File: config.mk
export PLATFORM = sky130hd
export DESIGN_NAME = fprog_seq
export DESIGN_NICKNAME = d
export VERILOG_FILES = /design/src/rtl/fprog_pkg.sv /design/src/rtl/fprog_req_check.sv /design/src/rtl/fprog_word_track.sv /design/src/rtl/fprog_poll_timer.sv /design/src/rtl/fprog_seq.sv
export SDC_FILE = /design/constraint.sdc
export NUM_CORES = 1
export LEC_CHECK = 0
export ABC_AREA = 1
export BUFFER_PORTS_ARGS = -buffer_cell sky130_fd_sc_hd__buf_4
export CORE_ASPECT_RATIO = 1.75
export CORE_MARGIN = 1.5
export CORE_UTILIZATION = 58
export CTS_BUF_LIST = sky130_fd_sc_hd__clkbuf_8
export DETAILED_ROUTE_END_ITERATION = 10
export PLACE_DENSITY = 0.83
export SLEW_MARGIN = 20
export SYNTH_ARGS = -nofsm -noshare
export SYNTH_HDL_FRONTEND = slang
export SYNTH_SLANG_ARGS = --single-unit
File: constraint.sdc
create_clock -name clk -period 2.99 [get_ports clk]
set_clock_uncertainty 0.1 [all_clocks]
set_input_delay 0.299 -clock clk [delete_from_list [all_inputs] [get_ports clk]]
set_output_delay 0.299 -clock clk [all_outputs]
set_load 0.02 [all_outputs]
File: src/rtl/fprog_pkg.sv
// Shared types for the buffered factory-program sequencer.
// Assumes status bit positions fixed by the device protocol.
package fprog_pkg;
    typedef enum logic [2:0] {
        S_IDLE, S_SETUP, S_CONFIRM, S_WAIT_RDY,
        S_DATA, S_POLL_WORD, S_EXIT, S_WAIT_END
    } fprog_state_e;

    typedef enum logic [2:0] {
        E_NONE    = 3'd0,
        E_ALIGN   = 3'd1,
        E_RANGE   = 3'd2,
        E_SETUP   = 3'd3,
        E_TIMEOUT = 3'd4,
        E_PROG    = 3'd5
    } fprog_err_e;

    localparam int SR_READY     = 7;
    localparam int SR_SETUP_ERR = 4;
    localparam int SR_WORD_BUSY = 0;
    localparam logic [7:0] SR_ERR_MASK = 8'h3A;
endpackage

File: src/rtl/fprog_req_check.sv
// Request screening: flags a start offset that is not buffer aligned and a
// word count that is zero or runs past the end of the block.
// Assumes BUF_WORDS and BLOCK_WORDS are powers of two, BUF_WORDS <= BLOCK_WORDS.
module fprog_req_check #(
    parameter int CW          = 17,
    parameter int BUF_WORDS   = 32,
    parameter int BLOCK_WORDS = 65536
) (
    input  logic [$clog2(BLOCK_WORDS)-1:0] blk_offset,
    input  logic [CW-1:0]                  word_count,
    output logic                           misaligned,
    output logic                           range_bad
);
    localparam int BUF_BITS = $clog2(BUF_WORDS);
    localparam int BLK_BITS = $clog2(BLOCK_WORDS);
    localparam int OW       = ((BLK_BITS > CW) ? BLK_BITS : CW) + 1;

    logic [OW-1:0] end_pos;

    // Compare the last touched position with the block size.
    always_comb begin
        end_pos    = OW'(blk_offset) + OW'(word_count);
        misaligned = |blk_offset[BUF_BITS-1:0];
        range_bad  = (word_count == '0) || (end_pos > OW'(BLOCK_WORDS));
    end
endmodule

File: src/rtl/fprog_word_track.sv
// Tracks the position inside the current buffer, the words still to come from
// the stream and the address of the current buffer.
// Assumes one step per data write, padding steps included.
module fprog_word_track #(
    parameter int AW        = 24,
    parameter int CW        = 17,
    parameter int BUF_WORDS = 32
) (
    input  logic          clk,
    input  logic          rst_n,
    input  logic          load,
    input  logic [AW-1:0] start_addr,
    input  logic [CW-1:0] word_count,
    input  logic          step,
    output logic [AW-1:0] buf_addr,
    output logic          pad_word,
    output logic          final_word
);
    localparam int IW = $clog2(BUF_WORDS);
    localparam logic [IW-1:0] IDX_LAST = IW'(BUF_WORDS - 1);

    logic [IW-1:0] idx_q;
    logic [CW-1:0] rem_q;

    // Advance position, remaining count and buffer address per written word.
    always_ff @(posedge clk) begin
        if (!rst_n) begin
            idx_q    <= '0;
            rem_q    <= '0;
            buf_addr <= '0;
        end else if (load) begin
            idx_q    <= '0;
            rem_q    <= word_count;
            buf_addr <= start_addr;
        end else if (step) begin
            idx_q <= (idx_q == IDX_LAST) ? '0 : idx_q + 1'b1;
            if (idx_q == IDX_LAST)
                buf_addr <= buf_addr + AW'(BUF_WORDS);
            if (rem_q != '0)
                rem_q <= rem_q - 1'b1;
        end
    end

    // A buffer slot is padding once the stream is used up.
    always_comb begin
        pad_word   = (rem_q == '0);
        final_word = (idx_q == IDX_LAST) && (rem_q <= CW'(1));
    end
endmodule

File: src/rtl/fprog_poll_timer.sv
// Counts consecutive unsuccessful status reads of one polling loop.
// Assumes the loop owner clears it whenever no loop is active.
module fprog_poll_timer #(
    parameter int LIMIT = 1000
) (
    input  logic clk,
    input  logic rst_n,
    input  logic clear,
    input  logic miss,
    output logic last
);
    localparam int TW = $clog2(LIMIT + 1);

    logic [TW-1:0] cnt_q;

    // Count misses; restart when the loop is left.
    always_ff @(posedge clk) begin
        if (!rst_n || clear)
            cnt_q <= '0;
        else if (miss && !last)
            cnt_q <= cnt_q + 1'b1;
    end

    // The next miss is the one that exhausts the budget.
    assign last = (cnt_q == TW'(LIMIT - 1));
endmodule

File: src/rtl/fprog_seq.sv
// Host sequencer for the buffered factory-program procedure on one block:
// setup and confirm writes, ready poll, polled 32-word buffer writes with
// all-ones padding, an out-of-block terminating write and a final status check.
// Assumes read status is valid on the edge where bus_re is high, and that the
// block is already unlocked.
module fprog_seq
    import fprog_pkg::*;
#(
    parameter int AW            = 24,
    parameter int DW            = 16,
    parameter int CW            = 17,
    parameter int BUF_WORDS     = 32,
    parameter int BLOCK_WORDS   = 65536,
    parameter int TIMEOUT_POLLS = 1000,
    parameter logic [DW-1:0] SETUP_CMD   = 16'h0080,
    parameter logic [DW-1:0] CONFIRM_CMD = 16'h00D0
) (
    input  logic          clk,
    input  logic          rst_n,
    input  logic          start,
    input  logic [AW-1:0] start_addr,
    input  logic [CW-1:0] word_count,
    input  logic [DW-1:0] wr_data,
    input  logic          wr_valid,
    output logic          wr_ready,
    output logic [AW-1:0] bus_addr,
    output logic [DW-1:0] bus_wdata,
    output logic          bus_we,
    output logic          bus_re,
    input  logic [7:0]    bus_rstat,
    output logic          busy,
    output logic          done,
    output logic          err,
    output logic [2:0]    err_code,
    output logic [7:0]    status_cap
);
    localparam int BLK_BITS = $clog2(BLOCK_WORDS);

    fprog_state_e  state_q;
    logic [AW-1:0] start_q;
    logic          exit_next_q;
    logic          misaligned, range_bad;
    logic          polling, cond_met, word_taken, load;
    logic          pad_word, final_word, poll_last;
    logic [AW-1:0] buf_addr;

    fprog_req_check #(.CW(CW), .BUF_WORDS(BUF_WORDS), .BLOCK_WORDS(BLOCK_WORDS)) req_i (
        .blk_offset (start_addr[BLK_BITS-1:0]),
        .word_count (word_count),
        .misaligned (misaligned),
        .range_bad  (range_bad)
    );

    fprog_word_track #(.AW(AW), .CW(CW), .BUF_WORDS(BUF_WORDS)) track_i (
        .clk        (clk),
        .rst_n      (rst_n),
        .load       (load),
        .start_addr (start_addr),
        .word_count (word_count),
        .step       (word_taken),
        .buf_addr   (buf_addr),
        .pad_word   (pad_word),
        .final_word (final_word)
    );

    fprog_poll_timer #(.LIMIT(TIMEOUT_POLLS)) timer_i (
        .clk   (clk),
        .rst_n (rst_n),
        .clear (!polling),
        .miss  (polling && !cond_met),
        .last  (poll_last)
    );

    // Decode the polling condition and the stream handshake of the current state.
    always_comb begin
        polling    = (state_q == S_WAIT_RDY) || (state_q == S_POLL_WORD) || (state_q == S_WAIT_END);
        cond_met   = (state_q == S_POLL_WORD) ? !bus_rstat[SR_WORD_BUSY] : bus_rstat[SR_READY];
        wr_ready   = (state_q == S_DATA) && !pad_word;
        word_taken = (state_q == S_DATA) && (pad_word || wr_valid);
        load       = (state_q == S_IDLE) && start && !misaligned && !range_bad;
        busy       = (state_q != S_IDLE);
    end

    // Drive the device bus from the state.
    always_comb begin
        bus_we    = 1'b0;
        bus_re    = 1'b0;
        bus_addr  = start_q;
        bus_wdata = '1;
        unique case (state_q)
            S_SETUP:   begin bus_we = 1'b1; bus_wdata = SETUP_CMD; end
            S_CONFIRM: begin bus_we = 1'b1; bus_wdata = CONFIRM_CMD; end
            S_DATA: begin
                bus_we    = word_taken;
                bus_addr  = buf_addr;
                bus_wdata = pad_word ? '1 : wr_data;
            end
            S_EXIT:    begin bus_we = 1'b1; bus_addr = start_q ^ AW'(BLOCK_WORDS); end
            S_WAIT_RDY, S_POLL_WORD, S_WAIT_END: bus_re = 1'b1;
            default: ;
        endcase
    end

    // Step through the procedure and record its outcome.
    always_ff @(posedge clk) begin
        if (!rst_n) begin
            state_q     <= S_IDLE;
            start_q     <= '0;
            exit_next_q <= 1'b0;
            done        <= 1'b0;
            err         <= 1'b0;
            err_code    <= E_NONE;
            status_cap  <= '0;
        end else begin
            done <= 1'b0;
            err  <= 1'b0;
            unique case (state_q)
                S_IDLE: if (start) begin
                    status_cap <= '0;
                    if (misaligned) begin
                        err <= 1'b1; err_code <= E_ALIGN;
                    end else if (range_bad) begin
                        err <= 1'b1; err_code <= E_RANGE;
                    end else begin
                        err_code <= E_NONE;
                        start_q  <= start_addr;
                        state_q  <= S_SETUP;
                    end
                end
                S_SETUP:   state_q <= S_CONFIRM;
                S_CONFIRM: state_q <= S_WAIT_RDY;
                S_WAIT_RDY: begin
                    if (cond_met) begin
                        status_cap <= bus_rstat;
                        if (bus_rstat[SR_SETUP_ERR]) begin
                            err <= 1'b1; err_code <= E_SETUP; state_q <= S_IDLE;
                        end else begin
                            state_q <= S_DATA;
                        end
                    end else if (poll_last) begin
                        status_cap <= bus_rstat;
                        err <= 1'b1; err_code <= E_TIMEOUT; state_q <= S_IDLE;
                    end
                end
                S_DATA: if (word_taken) begin
                    exit_next_q <= final_word;
                    state_q     <= S_POLL_WORD;
                end
                S_POLL_WORD: begin
                    if (cond_met) begin
                        state_q <= exit_next_q ? S_EXIT : S_DATA;
                    end else if (poll_last) begin
                        status_cap <= bus_rstat;
                        err <= 1'b1; err_code <= E_TIMEOUT; state_q <= S_IDLE;
                    end
                end
                S_EXIT: state_q <= S_WAIT_END;
                S_WAIT_END: begin
                    if (cond_met) begin
                        status_cap <= bus_rstat;
                        state_q    <= S_IDLE;
                        if (|(bus_rstat & SR_ERR_MASK)) begin
                            err <= 1'b1; err_code <= E_PROG;
                        end else begin
                            done <= 1'b1; err_code <= E_NONE;
                        end
                    end else if (poll_last) begin
                        status_cap <= bus_rstat;
                        err <= 1'b1; err_code <= E_TIMEOUT; state_q <= S_IDLE;
                    end
                end
                default: state_q <= S_IDLE;
            endcase
        end
    end
endmodule

; Word-level counts from Yosys, hierarchy flattened
; Index checks and enable logic that the tools add are counted.
[classes]
n_reduce_logical = 45
bitwise = 4
magnitude_cmp = 2
n_eq_ne = 15
mux = 50
add_sub_neg = 5
[ops]
columns = operator, n
row1 = 24-bit two-way mux, 3
row2 = 17-bit two-way mux, 3
row3 = 3-bit two-way mux, 16
row4 = 16-bit case mux with 3 select lines, 1
row5 = 24-bit case mux with 2 select lines, 1
row6 = 17-bit zero test, 2
row7 = 8-bit two-way mux, 4
row8 = 24-bit by 6-bit adder with 24-bit output (second input constant), 1
row9 = 3-bit case mux with 8 select lines, 1
row10 = 8-bit case mux with 3 select lines, 1
row11 = 16-bit by 17-bit adder with 18-bit output, 1
row12 = 18-bit by 17-bit greater-than comparator with 1-bit output (second input constant), 1
row13 = 17-bit by 1-bit less-or-equal comparator with 1-bit output (second input constant), 1
row14 = 17-bit nonzero test, 1
row15 = 17-bit by 1-bit subtractor with 17-bit output (second input constant), 1
row16 = 16-bit two-way mux, 1
row17 = 3-bit == test (second input constant), 4
row18 = 1-bit two-way mux, 12
row19 = 3-bit case mux with 4 select lines, 1
row20 = 4-bit AND reduction, 3
row21 = 10-bit by 1-bit adder with 10-bit output (second input constant), 1
row22 = 10-bit == test (second input constant), 1
row23 = 1-bit logical AND, 8
row24 = 1-bit zero test, 8
row25 = other kinds (23), 44
[word_totals]
ff_bits = 97
in_bits = 69
output_inout_bits = 57
wordCells = 132

; Longest topological paths before layout
[logic_depth]
word_depth = 7
ltp_mapped = 21
mapped_depth_nobuf = 20

; By module
; A second synthesis with hierarchy kept.
[unflattened]
hier_cells = 1152
area_unflattened_um2 = 6900.4
[by_module_without_submodules]
columns = module, area_per_inst_um2, seq_area_each_um2, n_inst, cells_per_inst
row1 = fprog_word_track, 2856.5, 920.9, 1, 459
row2 = fprog_seq, 2333.5, 820.8, 1, 389
row3 = fprog_req_check, 1109.8, 0.0, 1, 210
row4 = fprog_poll_timer, 600.6, 200.2, 1, 94

; Worst setup path before layout
; Ideal clock, no wire load.
[synth_path]
path_type = input to register
startpoint = in start_addr[0]
endpoint = reg start_q[22]
n_path_buf = 2
required_ps = 2762
cell_stages = 19
slack_ps = 419
setup_ps = 128
arrival_ps = 2343
cell_sequence = ha_1 > inv_1 > fa_1 > inv_1 > nand3_1 > nand2_1 > nand2_1 > nand4_1 > nand2_1 > nor2_1 > nand2_1 > nor2_1 > nand2_1 > nand2_4 > nand4_4 > buf_6 > buf_2 > a21oi_1 > nor2_1
[synth_between]
elab_chain_len = 5
word_cells_on_any_way = 7
classes_between = add/sub: 1 / order compare: 1 / bitwise: 2 / reduce/logical: 3
[synth_lines]
columns = item, line_no
row1 = "start, declared", fprog_seq.sv:21  ; input logic [AW-1:0] start_addr,
row2 = 16-bit by 17-bit adder with 18-bit output, fprog_req_check.sv:22  ; end_pos = OW'(blk_offset) + OW'(word_count);
row3 = 18-bit by 17-bit greater-than comparator with 1-bit output, fprog_req_check.sv:24  ; range_bad = (word_count == '0) || (end_pos > OW'(BLOCK_WORDS));
row4 = 1-bit logical OR, fprog_req_check.sv:24
row5 = 1-bit NOT (no line), -
row6 = 4-bit AND reduction (no line) (*), -
row7 = "end signal, assigned", fprog_seq.sv:126  ; start_q <= start_addr;
row8 = "end, declared", fprog_seq.sv:40  ; logic [AW-1:0] start_q;
; Mark *: on every way between the ends. The rest lies on a longest branch, timed or not.
; A chain may end at the register's enable or synchronous reset.

; Worst setup path after layout
[layout_path]
startpoint = reg track_i.rem_q[0]
endpoint = reg track_i.buf_addr[19]
[layout_between]
elab_chain_len = 5
[layout_lines]
columns = item, line_no
row1 = "start, declared", fprog_word_track.sv:23  ; logic [CW-1:0] rem_q;
row2 = "start signal, assigned", fprog_word_track.sv:33  ; rem_q <= word_count;
row3 = "start signal, assigned", fprog_word_track.sv:40  ; rem_q <= rem_q - 1'b1;
row4 = 17-bit zero test, fprog_word_track.sv:46  ; pad_word = (rem_q == '0);
row5 = 1-bit logical OR, fprog_seq.sv:79  ; word_taken = (state_q == S_DATA) && (pad_word || wr_valid);
row6 = 1-bit logical AND, fprog_seq.sv:79
row7 = 2-bit nonzero test (no line), -
row8 = 2-bit AND reduction (no line), -
row9 = "end signal, assigned", fprog_word_track.sv:34  ; buf_addr <= start_addr;
row10 = "end signal, assigned", fprog_word_track.sv:38  ; buf_addr <= buf_addr + AW'(BUF_WORDS);
row11 = "end, declared", fprog_word_track.sv:15  ; output logic [AW-1:0] buf_addr,
; No other way between the ends.

==> load_flow_metrics.sql <==
INSERT INTO impl_metrics (metric_group, metric, value, unit) VALUES
('status', 'status', 'completed', ''),
('layout', 'share_of_final_layout_standard_cells_stronger_than_drive_strength_1', '16.0', '%'),
('sta', 'slew_headroom', '49.2', '%'),
('setup_path', 'r2r.worst_path.cells', '13', ''),
('power', 'power_per_cell_area', '347', 'nW/um^2'),
('synthesis', 'yosys.cell_types.count', '47', ''),
('setup_path', 'endpoint_kind_of_the_worst_setup_timing_path', 'flop', ''),
('setup_path', 'cpPeakStageDelay', '560', 'ps'),
('layout', 'sequential_cell_area', '1940', 'um^2'),
('clocking', 'cts_hold_buffers', '0', ''),
('setup_path', 'crit_family', 'simple AND/OR/NAND/NOR gates', ''),
('clocking', 'cts_tree', 'built', ''),
('setup_path', 'crit_path_start_kind', 'flop', ''),
('detailed_routing', 'ant_nets', '0', ''),
('clocking', 'clock_latency', '370', 'ps'),
('detailed_routing', 'vias_per_cell', '5.41', ''),
('synthesis', 'yosys_warnings', '0', ''),
('power', 'clock_power_share', '34.6', '%'),
('layout', 'fin_util', '71.5', '%'),
('synthesis', 'post_synth_net_total', '1165', ''),
('clocking', 'cts_made_buffers', '9', ''),
('power', 'p_int', '2000', 'uW'),
('synthesis', 'synth-seq-area-share', '29.2', '%'),
('power', 'share_seq_of_total_power', '47.2', '%'),
('grt', 'groute.usage.overall', '28.6', '%'),
('sta', 'timing.final.max_slew_violations', '0', ''),
('clocking', 'htree_levels', '3', ''),
('synthesis', 'syn_inst', '1073', ''),
('grt', 'number_of_antenna_violations_at_the_first_check_in_global_routing', '0', ''),
('clocking', 'cts.root.buffer_cell', 'clkbuf_8', ''),
('hold_path', 'hold_path_depth', '3', ''),
('setup_path', 'crit_fanout', '23', ''),
('sta', 'number_of_setup_violations_in_the_final_report', '0', ''),
('synthesis', 'synth_top_family_by_area', 'simple AND/OR/NAND/NOR gates', ''),
('synthesis', 'post_synth_and_or_nand_nor_area_fraction', '38.5', '%'),
('power', 'power.share.switching', '27.8', '%'),
('synthesis', 'synthesis.area_per_instance', '6.21', 'um^2'),
('sta', 'fin_crit', '2720', 'ps'),
('sta', 'actual_slew_at_the_worst_max_slew_pin', '761', 'ps'),
('synthesis', 'adder_cell_fraction_of_synth_area', '4.43', '%'),
('sta', 'hold_violations', '0', ''),
('detailed_routing', 'drt_iter0_markers', '296', ''),
('clocking', 'clk_transition_reported_paths', '100', 'ps'),
('layout', 'n_antenna_cell', '0', ''),
('die', 'io_pins', '126', ''),
('setup_path', 'signal_arrival_time_at_the_worst_endpoint', '2930', 'ps'),
('hold_path', 'worstHoldPathType', 'input pin to flop', ''),
('die', 'die_area', '12200', 'um^2'),
('clocking', 'ctsResizeCount', '0', ''),
('sta', 'rsz0062_at_grt', 'no', ''),
('layout', 'fin_nets', '1288', ''),
('die', 'floorplan.core_area', '11200', 'um^2'),
('grt', 'first_global_vias', '6566', ''),
('detailed_routing', 'detailroute.via_count', '7211', ''),
('power', 'cellLeakagePower', '0.00378', 'uW'),
('power', 'ir_drop', '0.484', 'mV'),
('placed_design', 'number_of_buffers_added_on_ports', '125', ''),
('detailed_routing', 'drtPass1Iterations', '7', ''),
('detailed_routing', 'route.detailed.drc', '0', ''),
('layout', 'multi_input_comb_area', '3990', 'um^2'),
('clocking', 'clock_path_buffers', '2', ''),
('die', 'die-width', '84.0', 'um'),
('power', 'switching_power', '772', 'uW'),
('grt', 'wire_length_of_the_first_global_routing_pass', '28800', 'um'),
('setup_path', 'crit_chain', 'inv_1, ha_1, nand3_1, nor3_2, nand3_1, nand2_1, nand2_1, nor2_2, inv_1, nand2_1, inv_1, nor2_1, nor2_1', ''),
('clocking', 'cts_num_sinks', '97', ''),
('grt', 'grt_max_degree', '39', ''),
('die', 'initial_core_util', '59.6', '%'),
('synthesis', 'synth_xor_xnor_area_share', '4.74', '%'),
('synthesis', 'mux_contribution_to_synthesized_area', '0.169', '%'),
('synthesis', 'synth.ff_latch_count', '97', '');
==> placed cells by master, fill, tap and decap left out, drive strengths merged, types with 5 or more instances in the layout <==
cell type / n
a21oi: 75
nand3: 73
o21ai: 40
nor3: 23
nand4: 30
nor4: 8
ha: 22
inv: 147
clkbuf: 10
clkinv: 5
xor2: 28
o31ai: 7
nor2: 167
buf: 146
dfxtp: 97
xnor2: 8
nand2: 283
==> power by group through the flow <==
stage | Clock [uW] | Sequential [uW] | Combinational (uW)
5_1_grt | 1020 | 1310 | 565
2_1_floorplan | 0 | 1340 | 308
3_3_place_gp | 0 | 1340 | 495
4_1_cts | 973 | 1310 | 501
3_5_place_dp | 0 | 1340 | 498
6_report | 960 | 1310 | 504
==> cell usage after synthesis (5+ instances only) <==
cell type | instances | area, um^2
nand2_1 | 277 | 1040
o31ai_2 | 5 | 62.6
nand4_1 | 29 | 181
clkbuf_1 | 15 | 56.3
buf_2 | 15 | 75.1
o21ai_1 | 5 | 25.0
nor4_1 | 8 | 50.1
nand2_2 | 5 | 31.3
nor2_1 | 161 | 604
a21oi_1 | 73 | 365
xnor2_1 | 8 | 70.1
nand3_1 | 70 | 350
inv_1 | 144 | 541
ha_1 | 22 | 275
xor2_1 | 28 | 245
dfxtp_1 | 97 | 1940
nor3_1 | 20 | 100
o21ai_0 | 35 | 175
nor2_2 | 6 | 37.5
==> sequential cells by signal, indices dropped and copies added, names as in the netlist <==
name	flops
state_q	3
exit_next_q	1
timer_i.cnt_q	10
status_cap	8
track_i.rem_q	17
start_q	24
err_code	3
track_i.buf_addr	24
done	1
track_i.idx_q	5
err	1
==> metal layers <==
metal | GRT usage [%] | vias to the layer above | routed length (um)
met1 | 31.9 | 3282 | 6890
met5 | 0 | - | 0
met2 | 54.4 | 198 | 9480
met3 | 2.50 | 45 | 687
met4 | 13.7 | 0 | 603
li1 | - | 3686 | -
==> worst paths after layout <==
path / start / endpoint / slack [ps]
worst min-delay path: bus_rstat[6] / status_cap[6] / 90
worst max register to register: track_i.rem_q[0] / track_i.buf_addr[19] / 270
worst max-delay path: track_i.rem_q[0] / track_i.buf_addr[19] / 270
worst min register to register: track_i.buf_addr[4] / track_i.buf_addr[4] / 330
==> area by class of cell <==
cell class              instances  area share, %
clock buffers                  10           1.72
repair buffers                146           13.9
multi-input cells             794           49.9
inverters                     148           6.95
well taps                     132           2.07
clock inverters                 6           1.13
flip-flops and latches         97           24.3
==> cells by family after synthesis <==
logic type,after synthesis
flip-flops,97
AND/OR/NAND/NOR,594
XOR/XNOR,36
buffers and inverters,182
multiplexers,1
AO/OA/AOI/OAI,140
adder cells (fa/ha/maj),23
==> worst register-to-register path: stages (launching register included) <==
cell	delay, ps
dfxtp_1	380
inv_1	90
ha_1	240
nand3_1	150
nor3_2	60
nand3_1	100
nand2_1	60
nand2_1	270
nor2_2	70
inv_1	560
nand2_1	240
inv_1	190
nor2_1	70
nor2_1	90
==> per-stage QoR <==
step / total power, uW / area, um^2 / worst slack [ps] / cells
2_1_floorplan: 1650 / 6660 / 419 / 1073
5_1_grt: 2890 / 7990 / 73.1 / 1333
4_1_cts: 2780 / 7990 / 304 / 1333
3_3_place_gp: 1830 / 7760 / 140 / 1317
3_5_place_dp: 1840 / 7760 / 84.1 / 1317
6_report: 2770 / 7990 / 273 / 1333
Power figures use the tool's default switching activity.
